### config.mk
export PLATFORM = sky130hd
export DESIGN_NAME = owslot_engine
export DESIGN_NICKNAME = d
export VERILOG_FILES = /design/src/rtl/owslot_pkg.sv /design/src/rtl/owslot_sync.sv /design/src/rtl/owslot_interval.sv /design/src/rtl/owslot_engine.sv
export SDC_FILE = /design/constraint.sdc
export NUM_CORES = 1
export LEC_CHECK = 0
export ABC_AREA = 1
export BUFFER_PORTS_ARGS = -buffer_cell sky130_fd_sc_hd__buf_4
export CAP_MARGIN = 20
export CELL_PAD_IN_SITES_DETAIL_PLACEMENT = 1
export CELL_PAD_IN_SITES_GLOBAL_PLACEMENT = 2
export CORE_AREA = 2 2 102 104
export CTS_CLUSTER_DIAMETER = 150
export DETAILED_ROUTE_END_ITERATION = 8
export DIE_AREA = 0 0 104 106
export MAX_ROUTING_LAYER = met4
export PLACE_DENSITY_LB_ADDON = 0.1
export REMOVE_ABC_BUFFERS = 1
export SETUP_SLACK_MARGIN = 0.4
export SKIP_CTS_REPAIR_TIMING = 1
export SYNTH_ARGS = -nofsm -noshare
export SYNTH_HDL_FRONTEND = slang
export SYNTH_SLANG_ARGS = --single-unit
### constraint.sdc
create_clock -name clk -period 5.2 [get_ports clk]
set_clock_uncertainty 0.2 [all_clocks]
set_input_delay 0.26 -clock clk [delete_from_list [all_inputs] [get_ports clk]]
set_output_delay 0.26 -clock clk [all_outputs]
set_load 0.02 [all_outputs]
### src/rtl/owslot_pkg.sv
package owslot_pkg;

  localparam int DUR_W = 10;

  typedef enum logic [1:0] {
    OP_RESET = 2'd0,
    OP_WRITE = 2'd1,
    OP_TOUCH = 2'd2,
    OP_READ  = 2'd3
  } ow_op_e;

  typedef enum logic [1:0] {
    SK_RST,
    SK_WR0,
    SK_WR1,
    SK_RD
  } slot_e;

  typedef enum logic [1:0] {
    PH_LOW,
    PH_MID,
    PH_TAIL
  } phase_e;

  // Interval length in microseconds for one phase of one slot kind.
  function automatic logic [DUR_W-1:0] slot_us(slot_e k, phase_e p);
    logic [DUR_W-1:0] r;
    case (k)
      SK_RST:  r = (p == PH_LOW) ? 10'd500 : (p == PH_MID) ? 10'd70 : 10'd430;
      SK_WR0:  r = (p == PH_LOW) ? 10'd60  : (p == PH_MID) ? 10'd5  : 10'd5;
      default: r = (p == PH_LOW) ? 10'd6   : (p == PH_MID) ? 10'd9  : 10'd55;
    endcase
    return r;
  endfunction

  // Map an operation and its data bit onto the slot that is generated.
  function automatic slot_e decode(ow_op_e op, logic b);
    slot_e k;
    case (op)
      OP_RESET: k = SK_RST;
      OP_WRITE: k = b ? SK_WR1 : SK_WR0;
      OP_TOUCH: k = b ? SK_RD : SK_WR0;
      default:  k = SK_RD;
    endcase
    return k;
  endfunction

endpackage

### src/rtl/owslot_sync.sv
module owslot_sync #(
  parameter int STAGES = 2
) (
  input  logic clk,
  input  logic rst_n,
  input  logic d,
  output logic q
);
  logic [STAGES-1:0] sr;

  generate
    if (STAGES == 1) begin : g_one
      always_ff @(posedge clk) begin
        if (!rst_n) sr <= '1;
        else        sr <= d;
      end
    end else begin : g_many
      always_ff @(posedge clk) begin
        if (!rst_n) sr <= '1;
        else        sr <= {sr[STAGES-2:0], d};
      end
    end
  endgenerate

  assign q = sr[STAGES-1];
endmodule

### src/rtl/owslot_interval.sv
module owslot_interval #(
  parameter int CLKS_PER_US = 125,
  parameter int CNT_W       = 14
) (
  input  logic             clk,
  input  logic             rst_n,
  input  logic             load,
  input  logic [CNT_W-1:0] load_us,
  output logic             expire
);
  localparam int PRE_W = (CLKS_PER_US > 1) ? $clog2(CLKS_PER_US) : 1;
  localparam logic [PRE_W-1:0] PRE_LAST = PRE_W'(CLKS_PER_US - 1);

  logic [PRE_W-1:0] presc;
  logic [CNT_W-1:0] remain_us;
  logic             tick;

  assign tick   = (presc == PRE_LAST);
  assign expire = (remain_us == CNT_W'(1)) && tick;

  always_ff @(posedge clk) begin
    if (!rst_n) begin
      presc     <= '0;
      remain_us <= '0;
    end else if (load) begin
      presc     <= '0;
      remain_us <= load_us;
    end else if (remain_us != '0) begin
      if (tick) begin
        presc     <= '0;
        remain_us <= remain_us - CNT_W'(1);
      end else begin
        presc <= presc + PRE_W'(1);
      end
    end
  end

  // an exhausted interval stays exhausted until it is reloaded
  p_idle_hold_r7: assert property (@(posedge clk) disable iff (!rst_n)
    (remain_us == '0 && !load) |=> (remain_us == '0));

  // a load with a non-zero length always leaves a running interval
  p_load_runs_r7: assert property (@(posedge clk) disable iff (!rst_n)
    (load && load_us != '0) |=> (remain_us != '0));
endmodule

### src/rtl/owslot_engine.sv
module owslot_engine
  import owslot_pkg::*;
#(
  parameter int CLKS_PER_US = 125,
  parameter int SCALE_W     = 4,
  parameter int SYNC_STAGES = 2
) (
  input  logic               clk,
  input  logic               rst_n,
  input  logic [SCALE_W-1:0] stretch_i,
  input  logic               cmd_valid,
  output logic               cmd_ready,
  input  logic [1:0]         cmd_op,
  input  logic               cmd_bit,
  output logic               rsp_valid,
  input  logic               rsp_ready,
  output logic               rsp_bit,
  output logic               busy,
  output logic               line_pull_low,
  input  logic               line_in
);
  localparam int CNT_W = DUR_W + SCALE_W;

  typedef enum logic [2:0] {S_IDLE, S_LOW, S_MID, S_TAIL, S_RESP} st_e;

  st_e                state;
  slot_e              kind_q, new_kind, ld_kind;
  phase_e             ld_phase;
  logic [SCALE_W-1:0] scale_q, eff_in, ld_scale;
  logic               cap_q, bit_q, accept, tm_load, tm_expire, line_s;
  logic [CNT_W-1:0]   tm_len;

  owslot_sync #(.STAGES(SYNC_STAGES)) u_sync (
    .clk(clk), .rst_n(rst_n), .d(line_in), .q(line_s)
  );

  owslot_interval #(.CLKS_PER_US(CLKS_PER_US), .CNT_W(CNT_W)) u_timer (
    .clk(clk), .rst_n(rst_n), .load(tm_load), .load_us(tm_len), .expire(tm_expire)
  );

  assign cmd_ready     = (state == S_IDLE);
  assign accept        = cmd_valid && cmd_ready;
  assign busy          = (state != S_IDLE);
  assign rsp_valid     = (state == S_RESP);
  assign rsp_bit       = bit_q;
  assign line_pull_low = (state == S_LOW);
  assign new_kind      = decode(ow_op_e'(cmd_op), cmd_bit);
  assign eff_in        = (stretch_i == '0) ? SCALE_W'(1) : stretch_i;

  always_comb begin
    tm_load  = 1'b0;
    ld_kind  = kind_q;
    ld_phase = PH_LOW;
    ld_scale = scale_q;
    case (state)
      S_IDLE: if (accept) begin
        tm_load  = 1'b1;
        ld_kind  = new_kind;
        ld_scale = eff_in;
      end
      S_LOW: if (tm_expire) begin
        tm_load  = 1'b1;
        ld_phase = PH_MID;
      end
      S_MID: if (tm_expire) begin
        tm_load  = 1'b1;
        ld_phase = PH_TAIL;
      end
      default: ;
    endcase
  end

  assign tm_len = CNT_W'(slot_us(ld_kind, ld_phase)) * CNT_W'(ld_scale);

  always_ff @(posedge clk) begin
    if (!rst_n) begin
      state   <= S_IDLE;
      kind_q  <= SK_RD;
      scale_q <= SCALE_W'(1);
      cap_q   <= 1'b0;
      bit_q   <= 1'b0;
    end else begin
      case (state)
        S_IDLE: if (accept) begin
          state   <= S_LOW;
          kind_q  <= new_kind;
          scale_q <= eff_in;
          cap_q   <= (new_kind == SK_RST) || (new_kind == SK_RD);
          bit_q   <= 1'b0;
        end
        S_LOW:  if (tm_expire) state <= S_MID;
        S_MID:  if (tm_expire) begin
          state <= S_TAIL;
          bit_q <= cap_q ? line_s : 1'b0;
        end
        S_TAIL: if (tm_expire) state <= S_RESP;
        default: if (rsp_ready) state <= S_IDLE;
      endcase
    end
  end

  // the line is only ever pulled while a command is in progress
  p_pull_busy_r1: assert property (@(posedge clk) disable iff (!rst_n)
    line_pull_low |-> busy);

  // an accepted command starts its low phase on the next cycle
  p_accept_low_r8: assert property (@(posedge clk) disable iff (!rst_n)
    (cmd_valid && cmd_ready) |=> (busy && line_pull_low));

  // ready and a pending result never coexist
  p_ready_idle_r8: assert property (@(posedge clk) disable iff (!rst_n)
    cmd_ready |-> (!busy && !rsp_valid));

  // a stalled result keeps its value
  p_rsp_hold_r9: assert property (@(posedge clk) disable iff (!rst_n)
    (rsp_valid && !rsp_ready) |=> (rsp_valid && $stable(rsp_bit)));

  // slots that do not sample report zero
  p_nodata_zero_r6: assert property (@(posedge clk) disable iff (!rst_n)
    (rsp_valid && !cap_q) |-> !rsp_bit);
endmodule

Word-level counts from Yosys, hierarchy flattened
Index checks and enable logic that the tools add are counted.
Operators by class
  add/sub/neg operators: 2
  multipliers: 1
  eq/ne operators: 15
  mux-type cells: 34
  bitwise logic cells: 1
  reduce and logical (&&, ||, !) cells: 21
Operator list (number)
  14-bit 2-to-1 mux: 3
  6-bit 2-to-1 mux: 3
  9-bit 2-to-1 mux: 2
  9-bit one-hot mux with 2 select lines: 1
  3-bit 2-to-1 mux: 5
  14-bit by 1-bit == test with 1-bit output, second input constant: 1
  10-bit by 4-bit multiplier with 14-bit output: 1
  14-bit nonzero test: 1
  14-bit by 1-bit subtractor with 14-bit output, second input constant: 1
  4-bit 2-to-1 mux: 3
  3-bit one-hot mux with 4 select lines: 1
  2-bit 2-to-1 mux: 5
  2-bit logical NOT: 4
  7-bit by 1-bit adder with 7-bit output, second input constant: 1
  7-bit == test, second input constant: 1
  7-bit 2-to-1 mux: 1
  2-bit by 1-bit == test with 1-bit output, second input constant: 3
  3-bit by 2-bit == test with 1-bit output, second input constant: 2
  1-bit 2-to-1 mux: 6
  2-bit one-hot mux with 3 select lines: 1
  2-bit nonzero test: 3
  5-bit AND reduction: 1
  5-bit nonzero test: 1
  2-bit == test, second input constant: 2
  15 further kinds: 21
Word-level totals
  bits in registers: 34
  input port bits: 12
  output and inout bits: 5
  word-level logic and storage cells: 82

Depth between registers and ports, before layout
Gate-level depths: netlist of the first run.
  depth in word-level cells: 10
  mapped depth: 28
  depth with buffers taken out: 27

Cells and area by module
From an unflattened synthesis of the first run, not the netlist that was laid out.
Second synthesis, totals
  cells, all modules: 514
  area, all modules: 3329.4 µm²
Modules (own cells, without submodules)
  owslot_engine: instances 1, cells each 273, area each 1846.8 µm², sequential area each 220.2 µm²
  owslot_interval: instances 1, cells each 235, area each 1427.6 µm², sequential area each 420.4 µm²
  owslot_sync: instances 1, cells each 6, area each 55.1 µm², sequential area each 40.0 µm²

Least setup slack after synthesis of the first run
OpenSTA, ideal clock, no wires.
  path kind: reg2reg
  from: reg state[2]
  to: reg u_timer.remain_us[8]
  setup time: 112 ps
  arrival time: 3705 ps
  required time: 4888 ps
  slack: 1183 ps
  cell stages (with the launch flop): 22
  path buffers: 1
  period minus slack after synthesis: 4017 ps
  path through: dfxtp_1 > nor2_4 > nand2_2 > inv_2 > nand2_2 > buf_6 > nand2_1 > o21ai_2 > nand2_2 > nand2_1 > or2_1 > fa_1 > inv_1 > fa_1 > inv_1 > fa_1 > nor2_1 > nor2_1 > o211ai_1 > nand3_1 > nand3_1 > nand2_1
On the way
  cells in the longest elaborated chain, start to end: 8
Ends and longest elaborated chain
  start, declared: RTL line owslot_engine.sv:26  | st_e state;
  start signal, assigned: RTL line owslot_engine.sv:77  | state <= S_IDLE;
  start signal, assigned: RTL line owslot_engine.sv:85  | state <= S_LOW;
  start signal, assigned: RTL line owslot_engine.sv:91  | S_LOW: if (tm_expire) state <= S_MID;
  3-bit logical NOT *: RTL line owslot_engine.sv:41  | assign cmd_ready = (state == S_IDLE);
  net cmd_ready: RTL line owslot_engine.sv:12  | output logic cmd_ready,
  1-bit logical AND: RTL line owslot_engine.sv:42  | assign accept = cmd_valid && cmd_ready;
  2-bit 2-to-1 mux (2 in a row)
  2-bit by 1-bit == test with 1-bit output / 2-bit logical NOT (equally long branches): RTL line owslot_pkg.sv:28  | case (k)
  9-bit one-hot mux with 2 select lines: RTL line owslot_pkg.sv:28
  10-bit by 4-bit multiplier with 14-bit output: RTL line owslot_engine.sv:73  | assign tm_len = CNT_W'(slot_us(ld_kind, ld_phase)) * CNT_W'(ld_scale);
  14-bit 2-to-1 mux: RTL line owslot_interval.sv:25  | end else if (load) begin
  end signal, assigned: RTL line owslot_interval.sv:27  | remain_us <= load_us;
  end signal, assigned: RTL line owslot_interval.sv:31  | remain_us <= remain_us - CNT_W'(1);
  end, declared: RTL line owslot_interval.sv:15  | logic [CNT_W-1:0] remain_us;
The timed path passes the listed nets; every way through them passes the cells marked *.
A chain may end at the register's enable or synchronous reset.

Worst setup path in the final report of the first run
  from: reg u_timer.presc[0]
  to: reg u_timer.remain_us[8]
On the way
  cells in the longest elaborated chain, start to end: 10
Ends and longest elaborated chain
  start, declared: RTL line owslot_interval.sv:14  | logic [PRE_W-1:0] presc;
  start signal, assigned: RTL line owslot_interval.sv:33  | presc <= presc + PRE_W'(1);
  7-bit == test *: RTL line owslot_interval.sv:18  | assign tick = (presc == PRE_LAST);
  1-bit logical AND: RTL line owslot_interval.sv:19  | assign expire = (remain_us == CNT_W'(1)) && tick;
  1-bit 2-to-1 mux / 2-bit 2-to-1 mux (equally long branches): RTL line owslot_engine.sv:61, owslot_engine.sv:65
  2-bit one-hot mux with 2 select lines: RTL line owslot_engine.sv:55  | case (state)
  2-bit by 1-bit == test with 1-bit output: RTL line owslot_pkg.sv:29, owslot_pkg.sv:31
  6-bit 2-to-1 mux / 9-bit 2-to-1 mux (equally long branches) (2 in a row): RTL line owslot_pkg.sv:31, owslot_pkg.sv:29
  9-bit one-hot mux with 2 select lines: RTL line owslot_pkg.sv:28
  10-bit by 4-bit multiplier with 14-bit output: RTL line owslot_engine.sv:73
  14-bit 2-to-1 mux: RTL line owslot_interval.sv:25
Mark *: on every way between the ends. The rest lies on a longest branch, timed or not.

==> results of run 1 <==
-- per-stage QoR --
stage | setup slack, ns | utilization (%) | std cells | area, sq um | hold WS (ns)
floorplan | 1.11 | - | 518 | 3290 | 0.129
global placement | 0.676 | 35.8 | 670 | 3580 | 0.202
detailed placement | 0.643 | 35.8 | 670 | 3580 | 0.215
CTS | 0.627 | 36.8 | 678 | 3680 | -0.0608
global route | 0.417 | 37.1 | 679 | 3710 | 0.0586
finish | 0.823 | 37.1 | 679 | 3710 | 0.0565
-- state kept, by name (all words and copies together) (netlist names) --
register           count
u_timer.remain_us     14
u_timer.presc          7
scale_q                4
state                  3
kind_q                 2
u_sync.sr              2
cap_q                  1
rsp_bit                1
-- power groups by stage --
stage	logic (mW)	registers (mW)	clock network (mW)
after floorplan	0.316	0.303	0
after global placement	0.417	0.308	0
after detailed placement	0.425	0.308	0
after CTS	0.427	0.302	0.229
after global routing	0.496	0.306	0.239
final	0.425	0.302	0.220
-- synthesized netlist by cell type --
| cell | n |
|---|---|
| ha_1 | 22 |
| o21ai_0 | 21 |
| a21o_1 | 2 |
| fa_1 | 14 |
| nand3_1 | 29 |
| nand2_2 | 5 |
| dfxtp_1 | 34 |
| nand4_1 | 11 |
| nand2_1 | 135 |
| nor4_1 | 1 |
| buf_6 | 2 |
| nand3_4 | 2 |
| nand3_2 | 3 |
| inv_2 | 5 |
| nor2_4 | 3 |
| a21oi_1 | 20 |
| nand2_4 | 2 |
| mux2i_1 | 1 |
| buf_2 | 1 |
| nor2_1 | 83 |
| nor3_2 | 1 |
| nand3b_1 | 3 |
| xor2_1 | 5 |
| o211ai_1 | 1 |
| clkbuf_1 | 2 |
| nor3_1 | 5 |
| or2_2 | 6 |
| inv_1 | 83 |
| o21ai_2 | 3 |
| o21bai_2 | 1 |
| o31ai_1 | 1 |
| or2_1 | 2 |
| o21ai_1 | 3 |
| nor2_2 | 4 |
| o21bai_1 | 2 |
| xnor2_1 | 5 |
-- per-layer routing --
layer	vias to the layer above	wire length, um	GRT usage (%)
li1	1666	-	-
met1	1525	4610	24.2
met2	28	4650	33.7
met3	10	236	3.13
met4	0	134	4.44
met5	-	0	-
-- cell families after synthesis --
group / after synthesis / synth area share (%)
compound gates: 54 / 9.10
flops: 34 / 20.5
mux: 1 / 0.301
simple gates: 295 / 39.8
fa+ha+maj: 36 / 16.7
xor+xnor: 10 / 2.63
buf+inv: 93 / 11.0
-- final cells by class --
type                    count  share of cell area, %
inverters                  88                   8.90
well taps                 136                   4.59
flip-flops and latches     34                   18.3
clock buffers               6                   2.23
repair buffers             17                   3.51
multi-input cells         396                   62.1
clock inverters             2                  0.337
-- worst min-delay path: stages --
cell	delay (ns)
buf_4	0.07
or2_2	0.10
a21oi_1	0.06
-- placed cells by master, fill, tap and decap left out, types with 2 or more instances in the layout --
master	netlist	final
a21o_1	2	2
a21oi_1	20	18
a21oi_2	0	2
buf_4	0	16
clkbuf_8	0	6
dfxtp_1	34	34
fa_1	14	14
ha_1	22	22
inv_1	83	82
inv_2	5	6
nand2_1	135	135
nand2_2	5	4
nand2_4	2	3
nand3_1	29	29
nand3_2	3	3
nand3_4	2	2
nand3b_1	3	3
nand4_1	11	11
nor2_1	83	82
nor2_2	4	5
nor2_4	3	3
nor3_1	5	5
o21ai_0	21	21
o21ai_1	3	2
o21ai_2	3	4
o21bai_1	2	2
or2_1	2	2
or2_2	6	6
xnor2_1	5	5
xor2_1	5	5
-- final timing paths --
path                          endpoint              from  cells after the start  slack, ns
setup / recovery  u_timer.remain_us[8]  u_timer.presc[0]                     21       0.82
hold reg to reg           u_sync.sr[1]      u_sync.sr[0]                      1       0.23
hold / removal                state[2]         rsp_ready                      3       0.06
setup reg to reg  u_timer.remain_us[8]  u_timer.presc[0]                     21       0.82
==> impl_metrics.py, run 1 <==
metrics = {
    "status": {
        "status": "complete, no violations",
    },
    "final_layout": {
        "multiInputGateArea_sq_um": 2300,
        "seqCellArea_sq_um": 681,
        "final_nets": 590,
        "fillCellCount": 1366,
        "drive_above_1_share_pct": 11.8,
        "area_delta_synth_final_pct": 11.6,
        "diodes": 0,
    },
    "critical_path": {
        "cpMaxStageDelayCell": "fa_1",
        "cp_top_family": "adder cells",
        "path_cells": "inv_1, ha_1, inv_1, nor2_1, nand2_1, inv_2, nand2_1, nor3_4, nand2_1, or2_1, fa_1, inv_1, fa_1, inv_1, fa_1, nor2_1, nor2_1, o211ai_1, nand3_1, nand3_1, nand2_1",
        "slowest_delay_ns": 0.57,
        "critical_path_class": "reg2reg",
        "end_kind": "register",
        "cp.required_ns": 5.21,
        "path_max_fanout": 5,
        "worstSetupStartpointType": "register",
        "cp_num_buf_inv": 5,
        "crit_arrival_ns": 4.38,
    },
    "floorplanning": {
        "dieArea_sq_um": 11000,
        "io_pins": 17,
        "row_count": 37,
        "start_util_pct": 33.3,
        "die_w_um": 104,
        "fp.dieH_um": 106,
        "core_sq_um": 10000,
    },
    "placement": {
        "dp_hpwl_um": 7900,
        "port_buffers": 16,
        "gp_congestion": 0.842,
    },
    "sta": {
        "min_period_ns": 4.38,
        "rsz0062_at_grt": "false",
        "hold_viol": 0,
        "fin_setup_tns_ns": 0,
        "tightest_slew_ns": 0.635,
        "slew_headroom_pct": 56.5,
        "fin_crit_sh_pct": 84.2,
        "max_freq_mhz": 228,
        "drv_slew": 0,
        "finalSetupViolations": 0,
    },
    "pwr": {
        "clock_power_share_pct": 23.3,
        "power_density_nw_per_um2": 255,
        "p_switching_uw": 409,
        "irDropWorstVdd_mv": 0.115,
        "p_leak_nw": 1.89,
        "power_uw": 947,
        "p_sw_share_pct": 43.2,
        "power.internal_uw": 538,
        "seqPwrFrac_pct": 31.9,
        "comb_power_share_pct": 44.9,
    },
    "clock_network": {
        "clkSlewWorstSetupHoldPaths_ns": 0.08,
        "clkSinkCount": 34,
        "cts_inserted_buffers": 5,
        "cts-root-buf": "clkbuf_8",
        "insertion_delay_ns": 0.30,
        "clockBufferDepth": 2,
        "cts_htree_levels": 2,
        "cts_tree": "done",
    },
    "synthesis": {
        "synthDistinctLibCells": 36,
        "synthTopCellsByArea": "dfxtp_1 (20%), nand2_1 (15%), inv_1 (9.4%)",
        "synth_largest_area_cell": "dfxtp_1",
        "synth_top_area_share_pct": 20.5,
        "synth_area_per_cell_sq_um": 6.36,
        "yosysWarnings": 0,
        "yosysSeqAreaShare_pct": 20.5,
        "syn-cell-area_sq_um": 3330,
        "ys_ff_latch": 34,
        "netlist_instances": 523,
    },
    "route": {
        "wl_per_cell_um": 14.2,
        "drt-total-wl_um": 9640,
        "drc": 0,
        "viasPerCell": 4.76,
        "first_pass_iters": 4,
        "vias": 3229,
        "drt_iter0_drc": 103,
        "antenna_left": 0,
    },
    "grt": {
        "grt_max_degree": 19,
        "grt_pass1_wl_um": 17000,
        "overflow": 0,
        "grt_use_total_pct": 19.6,
        "grt_pass1_vias": 3538,
        "antenna_found_initial": 0,
    },
    "job": {
        "maxCapViolations": 0,
    },
    "worst_hold_path": {
        "hp-class": "in2reg",
    },
}
Power figures use the tool's default switching activity.
==> run 2: changes to the inputs <==
--- a/config.mk
+++ b/config.mk
@@ -5,15 +5,15 @@
 export SDC_FILE = /design/constraint.sdc
 export NUM_CORES = 1
 export LEC_CHECK = 0
-export ABC_AREA = 1
+export ABC_AREA = 0
 export BUFFER_PORTS_ARGS = -buffer_cell sky130_fd_sc_hd__buf_4
 export CAP_MARGIN = 20
 export CELL_PAD_IN_SITES_DETAIL_PLACEMENT = 1
 export CELL_PAD_IN_SITES_GLOBAL_PLACEMENT = 2
-export CORE_AREA = 2 2 102 104
+export CORE_AREA = 2 2 94 96
 export CTS_CLUSTER_DIAMETER = 150
 export DETAILED_ROUTE_END_ITERATION = 8
-export DIE_AREA = 0 0 104 106
+export DIE_AREA = 0 0 96 98
 export MAX_ROUTING_LAYER = met4
 export PLACE_DENSITY_LB_ADDON = 0.1
 export REMOVE_ABC_BUFFERS = 1
==> constraint.sdc (replaced) <==
create_clock -name clk -period 4.5 [get_ports clk]
set_clock_uncertainty 0.2 [all_clocks]
set_input_delay 0.225 -clock clk [delete_from_list [all_inputs] [get_ports clk]]
set_output_delay 0.225 -clock clk [all_outputs]
set_load 0.02 [all_outputs]
==> run 2 against run 1 <==
Effect of this change: the flow now finishes with violations (negative setup slack); combinational power increased by 35%; first-iteration DRC count down 34%; synthesized cell count decreased by 28%; final area is 15% higher; worst hold slack got worse by 0.038 ns; register-to-register slack lost 1.1 ns; fmax decreased by 9.0%; critical path depth shrank 4; synthesized area fell by 9.2%; sequential cell count unchanged; clock power is 36% higher; critical endpoint is now u_timer.remain_us[12]; largest cell class unchanged; largest power group unchanged.
==> impl_metrics.py, run 2 <==
metrics = {
    "pwr": {
        "p_leak_nw": 1.89,
        "power_density_nw_per_um2": 282,
        "irDropWorstVdd_mv": 0.106,
        "power_mw": 1.21,
    },
    "route": {
        "drc": 0,
        "drt_iter0_drc": 68,
        "first_pass_iters": 4,
        "vias": 3068,
        "drt-total-wl_um": 9830,
        "antenna_left": 0,
        "wl_per_cell_um": 16.9,
        "viasPerCell": 5.26,
    },
    "final_layout": {
        "area_delta_synth_final_pct": 41.8,
        "largest_reg_flops": 14,
        "fin_area_sq_um": 4280,
        "fillCellCount": 1044,
        "mostFrequentLayoutCells": "buf_4 (100), nor2_1 (49), inv_1 (33)",
        "reg_top3": "u_timer.remain_us x14, u_timer.presc x7, scale_q x4",
        "final_common_cell": "buf_4",
        "regMostFlops": "u_timer.remain_us",
        "final_nets": 523,
        "diodes": 0,
        "drive_above_1_share_pct": 36.6,
    },
    "job": {
        "maxCapViolations": 0,
    },
    "synthesis": {
        "yosysWarnings": 0,
        "synth_top_area_share_pct": 22.5,
        "ys.flop_type": "dfxtp_1",
        "synthDistinctLibCells": 57,
        "synthTopCellsByArea": "dfxtp_1 (23%), fa_1 (9.3%), ha_1 (9.1%)",
        "synth_edf_count": 0,
        "ys_async_sr_fraction_pct": 0,
        "synth.most_common_cell": "nor2_1",
        "ys_top_cells_by_count": "nor2_1 (55), inv_1 (36), dfxtp_1 (34), ha_1 (22), nand2_1 (20)",
        "yosysSeqAreaShare_pct": 22.5,
        "synth_area_per_cell_sq_um": 8.05,
        "ys_ff_latch": 34,
        "synth_largest_area_cell": "dfxtp_1",
        "syn-cell-area_sq_um": 3020,
        "netlist_instances": 375,
    },
    "placement": {
        "dp_hpwl_um": 7510,
        "gp_congestion": 0.854,
        "port_buffers": 16,
        "place_area_sq_um": 3840,
    },
    "clock_network": {
        "clkSinkCount": 34,
        "cts-root-buf": "clkbuf_8",
        "cts_tree": "done",
        "cts_htree_levels": 2,
        "insertion_delay_ns": 0.29,
        "clockBufferDepth": 2,
        "cts_inserted_buffers": 5,
        "clkSlewWorstSetupHoldPaths_ns": 0.07,
    },
    "critical_path": {
        "end_kind": "register",
        "cp.required_ns": 4.48,
        "worstSetupStartpointType": "register",
        "crit_arrival_ns": 4.79,
        "critical_path_class": "reg2reg",
        "path_max_fanout": 4,
    },
    "sta": {
        "finalSetupViolations": 9,
        "drv_slew": 0,
        "max_freq_mhz": 208,
        "setup_ws_ns": -0.311,
        "tightest_slew_ns": 0.692,
        "fin_crit_sh_pct": 107,
        "rsz0062_at_grt": "true",
        "min_period_ns": 4.81,
        "slew_headroom_pct": 53.5,
        "hold_viol": 0,
    },
    "grt": {
        "grt_pass1_wl_um": 15200,
        "grt_use_total_pct": 21.0,
        "overflow": 0,
        "antenna_found_initial": 0,
        "grt_pass1_vias": 3144,
        "grt_max_degree": 18,
    },
    "floorplanning": {
        "io_pins": 17,
        "core_sq_um": 8470,
        "die_w_um": 96,
        "fp.dieH_um": 98,
        "row_count": 34,
        "start_util_pct": 35.7,
        "dieArea_sq_um": 9410,
    },
    "status": {
        "violations": "negative setup slack",
        "status": "finished, violations left",
    },
    "worst_hold_path": {
        "hp-class": "in2reg",
    },
}
-- run 2: area by class of cell --
type	instances	area [sq um]	share of cell area [%]
multi-input cells	293	2410	56.3
repair buffers	105	806	18.8
flip-flops and latches	34	683	15.9
inverters	36	135	3.15
well taps	108	135	3.15
clock buffers	6	82.6	1.93
clock inverters	1	30.0	0.701
-- run 2: per-stage QoR --
stage	setup WS (ns)	instances	hold slack (ns)	TNS, ns	utilization (%)
final	-0.311	583	0.0184	-2.09	50.6
after global routing	-0.558	583	0.0298	-3.89	50.6
after CTS	-0.748	577	-0.0968	-5.72	46.7
after detailed placement	-0.731	570	0.202	-5.50	45.4
after global placement	-0.636	570	0.199	-4.82	45.4
after floorplan	-0.675	363	0.0869	-5.12	-
-- run 2: critical path, stage by stage, from the launching register on --
cell	delay (ns)
dfxtp_2	0.33
or4_4	0.54
or4_4	0.54
nor4_4	0.38
mux2i_1	0.15
o22ai_2	0.19
nor2_2	0.08
fa_1	0.48
inv_1	0.05
fa_1	0.49
inv_2	0.05
ha_4	0.27
nor2b_4	0.19
o2111ai_4	0.16
a21oi_2	0.20
o22ai_2	0.09
xor2_1	0.22
a21oi_1	0.09
-- run 2: worst paths after layout --
check                        from                     to  slack, ns  depth (start not counted)
max          u_timer.remain_us[7]  u_timer.remain_us[12]      -0.31                         17
min                         rst_n              kind_q[1]       0.02                          2
max reg2reg  u_timer.remain_us[7]  u_timer.remain_us[12]      -0.31                         17
min reg2reg          u_sync.sr[0]           u_sync.sr[1]       0.22                          1
-- run 2: power by group --
part           switching (mW)  leakage (nW)  internal [mW]  total [mW]
clock network           0.122        0.0573          0.177       0.300
logic                   0.292          1.55          0.283       0.575
registers              0.0121         0.279          0.322       0.334
-- run 2: cell families (layout without fill, tap and decap cells) --
logic type / after synthesis / after routing / share of synthesized area (%)
buffers and inverters: 48 / 148 / 6.26
muxes: 9 / 9 / 3.02
xor gates and xnor gates: 23 / 23 / 6.67
adders and majority gates: 37 / 37 / 18.7
and+or+nand+nor: 152 / 152 / 26.4
DFF: 34 / 34 / 22.5
AOI/OAI and AO/OA: 72 / 72 / 16.4
-- run 2: layer usage --
| layer | GRT usage, % | share of wire, % | up-vias | routed length, um |
|---|---|---|---|---|
| li1 | - | - | 1504 | - |
| met1 | 26.0 | 43 | 1533 | 4270 |
| met2 | 36.3 | 54 | 20 | 5330 |
| met3 | 2.16 | 1.1 | 11 | 113 |
| met4 | 4.62 | 1.2 | 0 | 114 |
| met5 | - | 0 | - | 0 |
